## src/rtl/i2c_amatch_pkg.sv

```systemverilog
package i2c_amatch_pkg;
  localparam int BYTE_W   = 8;
  localparam int ADDR7_W  = 7;
  localparam int ADDR10_W = 10;
  localparam int MASK_W   = 5;
  localparam int HDR_W    = 5;
  localparam logic [HDR_W-1:0] HDR10 = 5'b11110;

  typedef enum logic [1:0] {
    SEQ_FIRST = 2'd0,
    SEQ_LOW   = 2'd1,
    SEQ_HOLD  = 2'd2
  } seq_state_e;
endpackage

```

## src/rtl/amatch_care_gen.sv

```systemverilog
module amatch_care_gen #(
  parameter int BYTE_W   = 8,
  parameter int MASK_W   = 5,
  parameter bit WIDE_LSB = 1'b0
) (
  input  logic [MASK_W-1:0] mask_bits,
  output logic [BYTE_W-1:0] care
);
  for (genvar gi = 0; gi < BYTE_W; gi++) begin : g_bit
    if (gi == 0) begin : g_lsb
      if (WIDE_LSB) begin : g_pair
        assign care[gi] = ~mask_bits[0];
      end else begin : g_solo
        assign care[gi] = 1'b1;
      end
    end else if (gi == 1) begin : g_b1
      assign care[gi] = ~mask_bits[0];
    end else if (gi <= MASK_W) begin : g_mid
      assign care[gi] = ~mask_bits[gi-1];
    end else begin : g_top
      assign care[gi] = 1'b1;
    end
  end
endmodule

```

## src/rtl/amatch_cmp.sv

```systemverilog
module amatch_cmp #(
  parameter int W = 8
) (
  input  logic [W-1:0] a,
  input  logic [W-1:0] b,
  input  logic [W-1:0] care,
  output logic         eq
);
  logic [W-1:0] diff;
  always_comb diff = (a ^ b) & care;
  assign eq = ~|diff;
endmodule

```

## src/rtl/i2c_addr_filter.sv

```systemverilog
module i2c_addr_filter
  import i2c_amatch_pkg::*;
(
  input  logic                clk,
  input  logic                rst_n,
  input  logic                bus_start,
  input  logic                byte_vld,
  input  logic [BYTE_W-1:0]   byte_dat,
  input  logic                mode_10b,
  input  logic [ADDR10_W-1:0] own_addr,
  input  logic [MASK_W-1:0]   mask_bits,
  input  logic                gc_en,
  output logic                match_pulse,
  output logic                gcall_flag,
  output logic                irq,
  output logic                rw_bit
);
  localparam int HI_W = ADDR10_W - BYTE_W;

  logic [BYTE_W-1:0] care7, care10;
  logic eq7, eq_lo, hdr_ok, is_zero;
  seq_state_e state;

  amatch_care_gen #(.BYTE_W(BYTE_W), .MASK_W(MASK_W), .WIDE_LSB(1'b0)) u_care7 (
    .mask_bits(mask_bits), .care(care7));
  amatch_care_gen #(.BYTE_W(BYTE_W), .MASK_W(MASK_W), .WIDE_LSB(1'b1)) u_care10 (
    .mask_bits(mask_bits), .care(care10));

  amatch_cmp #(.W(ADDR7_W)) u_cmp7 (
    .a(byte_dat[BYTE_W-1:1]), .b(own_addr[ADDR7_W-1:0]),
    .care(care7[ADDR7_W-1:0]), .eq(eq7));
  amatch_cmp #(.W(BYTE_W)) u_cmp_lo (
    .a(byte_dat), .b(own_addr[BYTE_W-1:0]), .care(care10), .eq(eq_lo));

  assign hdr_ok  = (byte_dat[BYTE_W-1 -: HDR_W] == HDR10) &&
                   (byte_dat[HI_W:1] == own_addr[ADDR10_W-1:BYTE_W]);
  assign is_zero = (byte_dat == '0);

  always_ff @(posedge clk or negedge rst_n) begin
    if (!rst_n) begin
      state       <= SEQ_FIRST;
      match_pulse <= 1'b0;
      gcall_flag  <= 1'b0;
      irq         <= 1'b0;
      rw_bit      <= 1'b0;
    end else begin
      match_pulse <= 1'b0;
      if (bus_start) begin
        state      <= SEQ_FIRST;
        gcall_flag <= 1'b0;
        irq        <= 1'b0;
      end else if (byte_vld) begin
        unique case (state)
          SEQ_FIRST: begin
            rw_bit <= byte_dat[0];
            state  <= SEQ_HOLD;
            if (is_zero) begin
              if (gc_en) begin
                match_pulse <= 1'b1;
                gcall_flag  <= 1'b1;
                irq         <= 1'b1;
              end
            end else if (!mode_10b) begin
              if (eq7) begin
                match_pulse <= 1'b1;
                irq         <= 1'b1;
              end
            end else if (hdr_ok) begin
              state <= SEQ_LOW;
            end
          end
          SEQ_LOW: begin
            state <= SEQ_HOLD;
            if (eq_lo) begin
              match_pulse <= 1'b1;
              irq         <= 1'b1;
            end
          end
          default: ;
        endcase
      end
    end
  end
endmodule

```

## config.mk

```make
export PLATFORM = sky130hd
export DESIGN_NAME = i2c_addr_filter
export DESIGN_NICKNAME = d
export VERILOG_FILES = /design/src/rtl/i2c_amatch_pkg.sv /design/src/rtl/amatch_care_gen.sv /design/src/rtl/amatch_cmp.sv /design/src/rtl/i2c_addr_filter.sv
export SDC_FILE = /design/constraint.sdc
export NUM_CORES = 1
export LEC_CHECK = 0
export CORE_MARGIN = 2
export CORE_UTILIZATION = 34
export CTS_BUF_LIST = sky130_fd_sc_hd__clkbuf_2 sky130_fd_sc_hd__clkbuf_4 sky130_fd_sc_hd__clkbuf_8
export DETAILED_ROUTE_END_ITERATION = 16
export PLACE_DENSITY = 0.77
export SLEW_MARGIN = 5
export SYNTH_ARGS = -nofsm -noshare
export SYNTH_HDL_FRONTEND = slang
export SYNTH_SLANG_ARGS = --single-unit
```

## constraint.sdc

```tcl
create_clock -name clk -period 1.3 [get_ports clk]
set_clock_uncertainty 0.2 [all_clocks]
set_input_delay 0.195 -clock clk [delete_from_list [all_inputs] [get_ports clk]]
set_output_delay 0.195 -clock clk [all_outputs]
set_load 0.02 [all_outputs]
```

==> results.yml <==
timing:
  tightest_slew_ns: 0.4203
  slew_violations: 0
  fmax_ghz: 0.6428
  setup_slack_ns: -0.2556
  setup_violations: 6
  finalHoldViolCount: 0
  maxSlewHeadroom_pct: 71.72
  rsz0062_at_grt: "yes"
  period_needed_ns: 1.556
  finalCritPeriodShare_pct: 119.7
  whs_ns: 0.1803
grt:
  grt_first_pass_wirelength_mm: 3.229
  grt_pass1_vias: 717
  grt_max_degree: 7
  grt_overflow: 0
  antenna_found_initial: 0
  grt_use_total_pct: 23.00
worst_setup_path:
  rr_endpoint: "state[0]"
  worst_setup_path_start_kind: "flip-flop"
  worst-path-max-fanout: 4
  timing.rr.start: "state[1]"
  critPathRequiredTime_ns: 1.27
  crit_type: "reg -> reg"
  reg2reg_slack_ns: -0.26
  end_kind: "flip-flop"
  r2r_cells: 6
  cp.arrival_ns: 1.53
pwr:
  max-vdd-ir-drop_mv: 0.6978
  p_per_area_nw_per_um2: 593.0
  p_leak_uw: 0.0005677
  p_total_uw: 748.6
place:
  dp_cells: 130
  placed_cell_area_um2: 1044
  dp_hpwl_mm: 1.599
  io_buffers: 32
  gp_congestion: 0.8046
clock_tree:
  root_buffer: "clkbuf_4"
  clkSlewWorstSetupHoldPaths_ns: 0.04
  htree_levels: 1
  cts_buffers: 3
  cts_max_path_buffers: 2
  worstSkewPairLatency_ns: 0.25
  cts_tree: "done"
  cts.sinks: 6
routing:
  wirelength_mm: 2.841
  firstDrtPassIters: 4
  final_antenna_net_count: 0
  drc: 0
  via_per_inst: 5.645
  routed-via-count: 796
  wire_per_inst_um: 20.15
  drt_iter0_drc: 24
hold_path:
  hold_path.class: "in -> reg"
  hold_path_end: "state[1]"
  holdPathStages: 3
  min_from: "byte_vld"
cells_and_area:
  stdcell_area_um2: 1262
  layout.nets: 156
  post-route-util_pct: 83.80
  drive_above_1_share_pct: 57.60
  final_cells: 141
  diodes: 0
  syn2layout_area_growth_pct: 132.0
floorplanning:
  io_pins: 33
  fp-row-count: 14
  die_h_um: 44.01
  core-area_um2: 1506
  die-area_um2: 1937
  start_util_pct: 36.13
  chipWidth_um: 44.01
synthesis:
  synth_top_flop_cell: "dfrtp_1"
  synth_common_cells: "xnor2_1 (15), nor2_1 (7), a21oi_1 (6), dfrtp_1 (6), nor4_1 (4)"
  ys_top_cells_by_area: "dfrtp_1 (28%), xnor2_1 (24%), a21oi_1 (5.5%)"
  yosysTopAreaCellShare_pct: 27.59
  syn_nets: 90
  synth-edff-count: 0
  synth_area_per_cell_um2: 8.922
  syn_area_um2: 544.3
  async_reset_ff_share_pct: 100.0
  synthCells: 61
  ys_seq_area_share_pct: 27.59
  yosysWarnings: 0
  synth_top_cell_by_area: "dfrtp_1"
  post-synth-top-count-cell: "xnor2_1"
  synth.distinct_cells: 22
  yosys_register_bits: 6
run_status:
  failed_checks: "negative setup slack"
  status: "finished, violations left"
job:
  drv_cap: 0
-- flip-flops by register name, summed over array words and instances, names as in the netlist --
name         flops
gcall_flag       1
match_pulse      1
irq              1
state            2
rw_bit           1
-- cell type report --
| type | count | area [um2] |
|---|---|---|
| Clock buffer | 3 | 22.52 |
| Fill cell | 85 | 244.0 |
| Inverter | 1 | 3.754 |
| Multi-Input combinational cell | 54 | 561.8 |
| Sequential cell | 6 | 151.4 |
| Tap cell | 16 | 20.02 |
| Timing Repair Buffer | 61 | 503.0 |
-- per-layer routing --
layer / share of wire, % / track usage [%] / vias to the layer above
li1: - / - / 354
met1: 38 / 26.48 / 393
met2: 54 / 40.59 / 39
met3: 3.8 / 5.306 / 10
met4: 3.4 / 9.697 / 0
met5: 0 / 0 / -
-- worst max-delay path by stage --
stage | start | endpoint | slack (ns) | cells past startpoint
after floorplan | byte_dat[2] | match_pulse | -0.30 | 5
after global placement | byte_dat[1] | match_pulse | -0.86 | 6
after detailed placement | byte_dat[1] | match_pulse | -0.91 | 6
after CTS | byte_dat[6] | match_pulse | -0.23 | 6
after global routing | byte_dat[2] | match_pulse | -0.29 | 7
final | state[1] | state[0] | -0.26 | 6
-- cell families after synthesis --
group,after synthesis,share of synthesized area (%)
compound gates,13,18.16
xor+xnor,17,27.36
buf+inv,1,0.6890
flops,6,27.59
mux,1,2.069
simple gates,23,24.14
-- report_power, final --
part           internal (uW)  total (uW)  switching (uW)
Sequential               197         205            7.93
Clock                    105         178            73.3
Combinational            198         365             167
Total                    500         749             248
-- placed cells by master (no fill, tap or decap), types with 3 or more instances in the layout --
cell type	Yosys	layout
clkbuf_4	0	3
buf_6	0	4
xnor2_1	15	10
dlygate4sd2_1	0	9
nor2_1	7	5
dfrtp_1	6	5
clkdlybuf4s50_1	0	3
buf_2	0	9
buf_4	0	25
nor2_4	0	3
xnor2_2	0	4
a21oi_2	0	4
-- critical path, cell delays in order (launching register included) --
cell      delay (ns)
dfrtp_1         0.40
nand2b_4        0.16
nand3b_1        0.11
buf_4           0.17
nor4_4          0.31
a21oi_2         0.05
nor2_1          0.09
-- through the flow --
| stage | setup WS, ns | TNS (ns) |
|---|---|---|
| after CTS | -0.2252 | -0.8656 |
| after floorplan | -0.3009 | -0.7937 |
| after global placement | -0.8563 | -3.940 |
| after global routing | -0.2900 | -1.463 |
| after detailed placement | -0.9142 | -4.208 |
| final | -0.2556 | -1.272 |
-- repair_timing --
action,4_1_cts,5_1_grt
hold buffers,2,0
resized for setup,89,27
pin swaps,18,17
setup endpoints to repair,10,8
buffers inserted,2,4
cloned,0,0
hold endpoints to repair,7,0
Power figures use the tool's default switching activity.
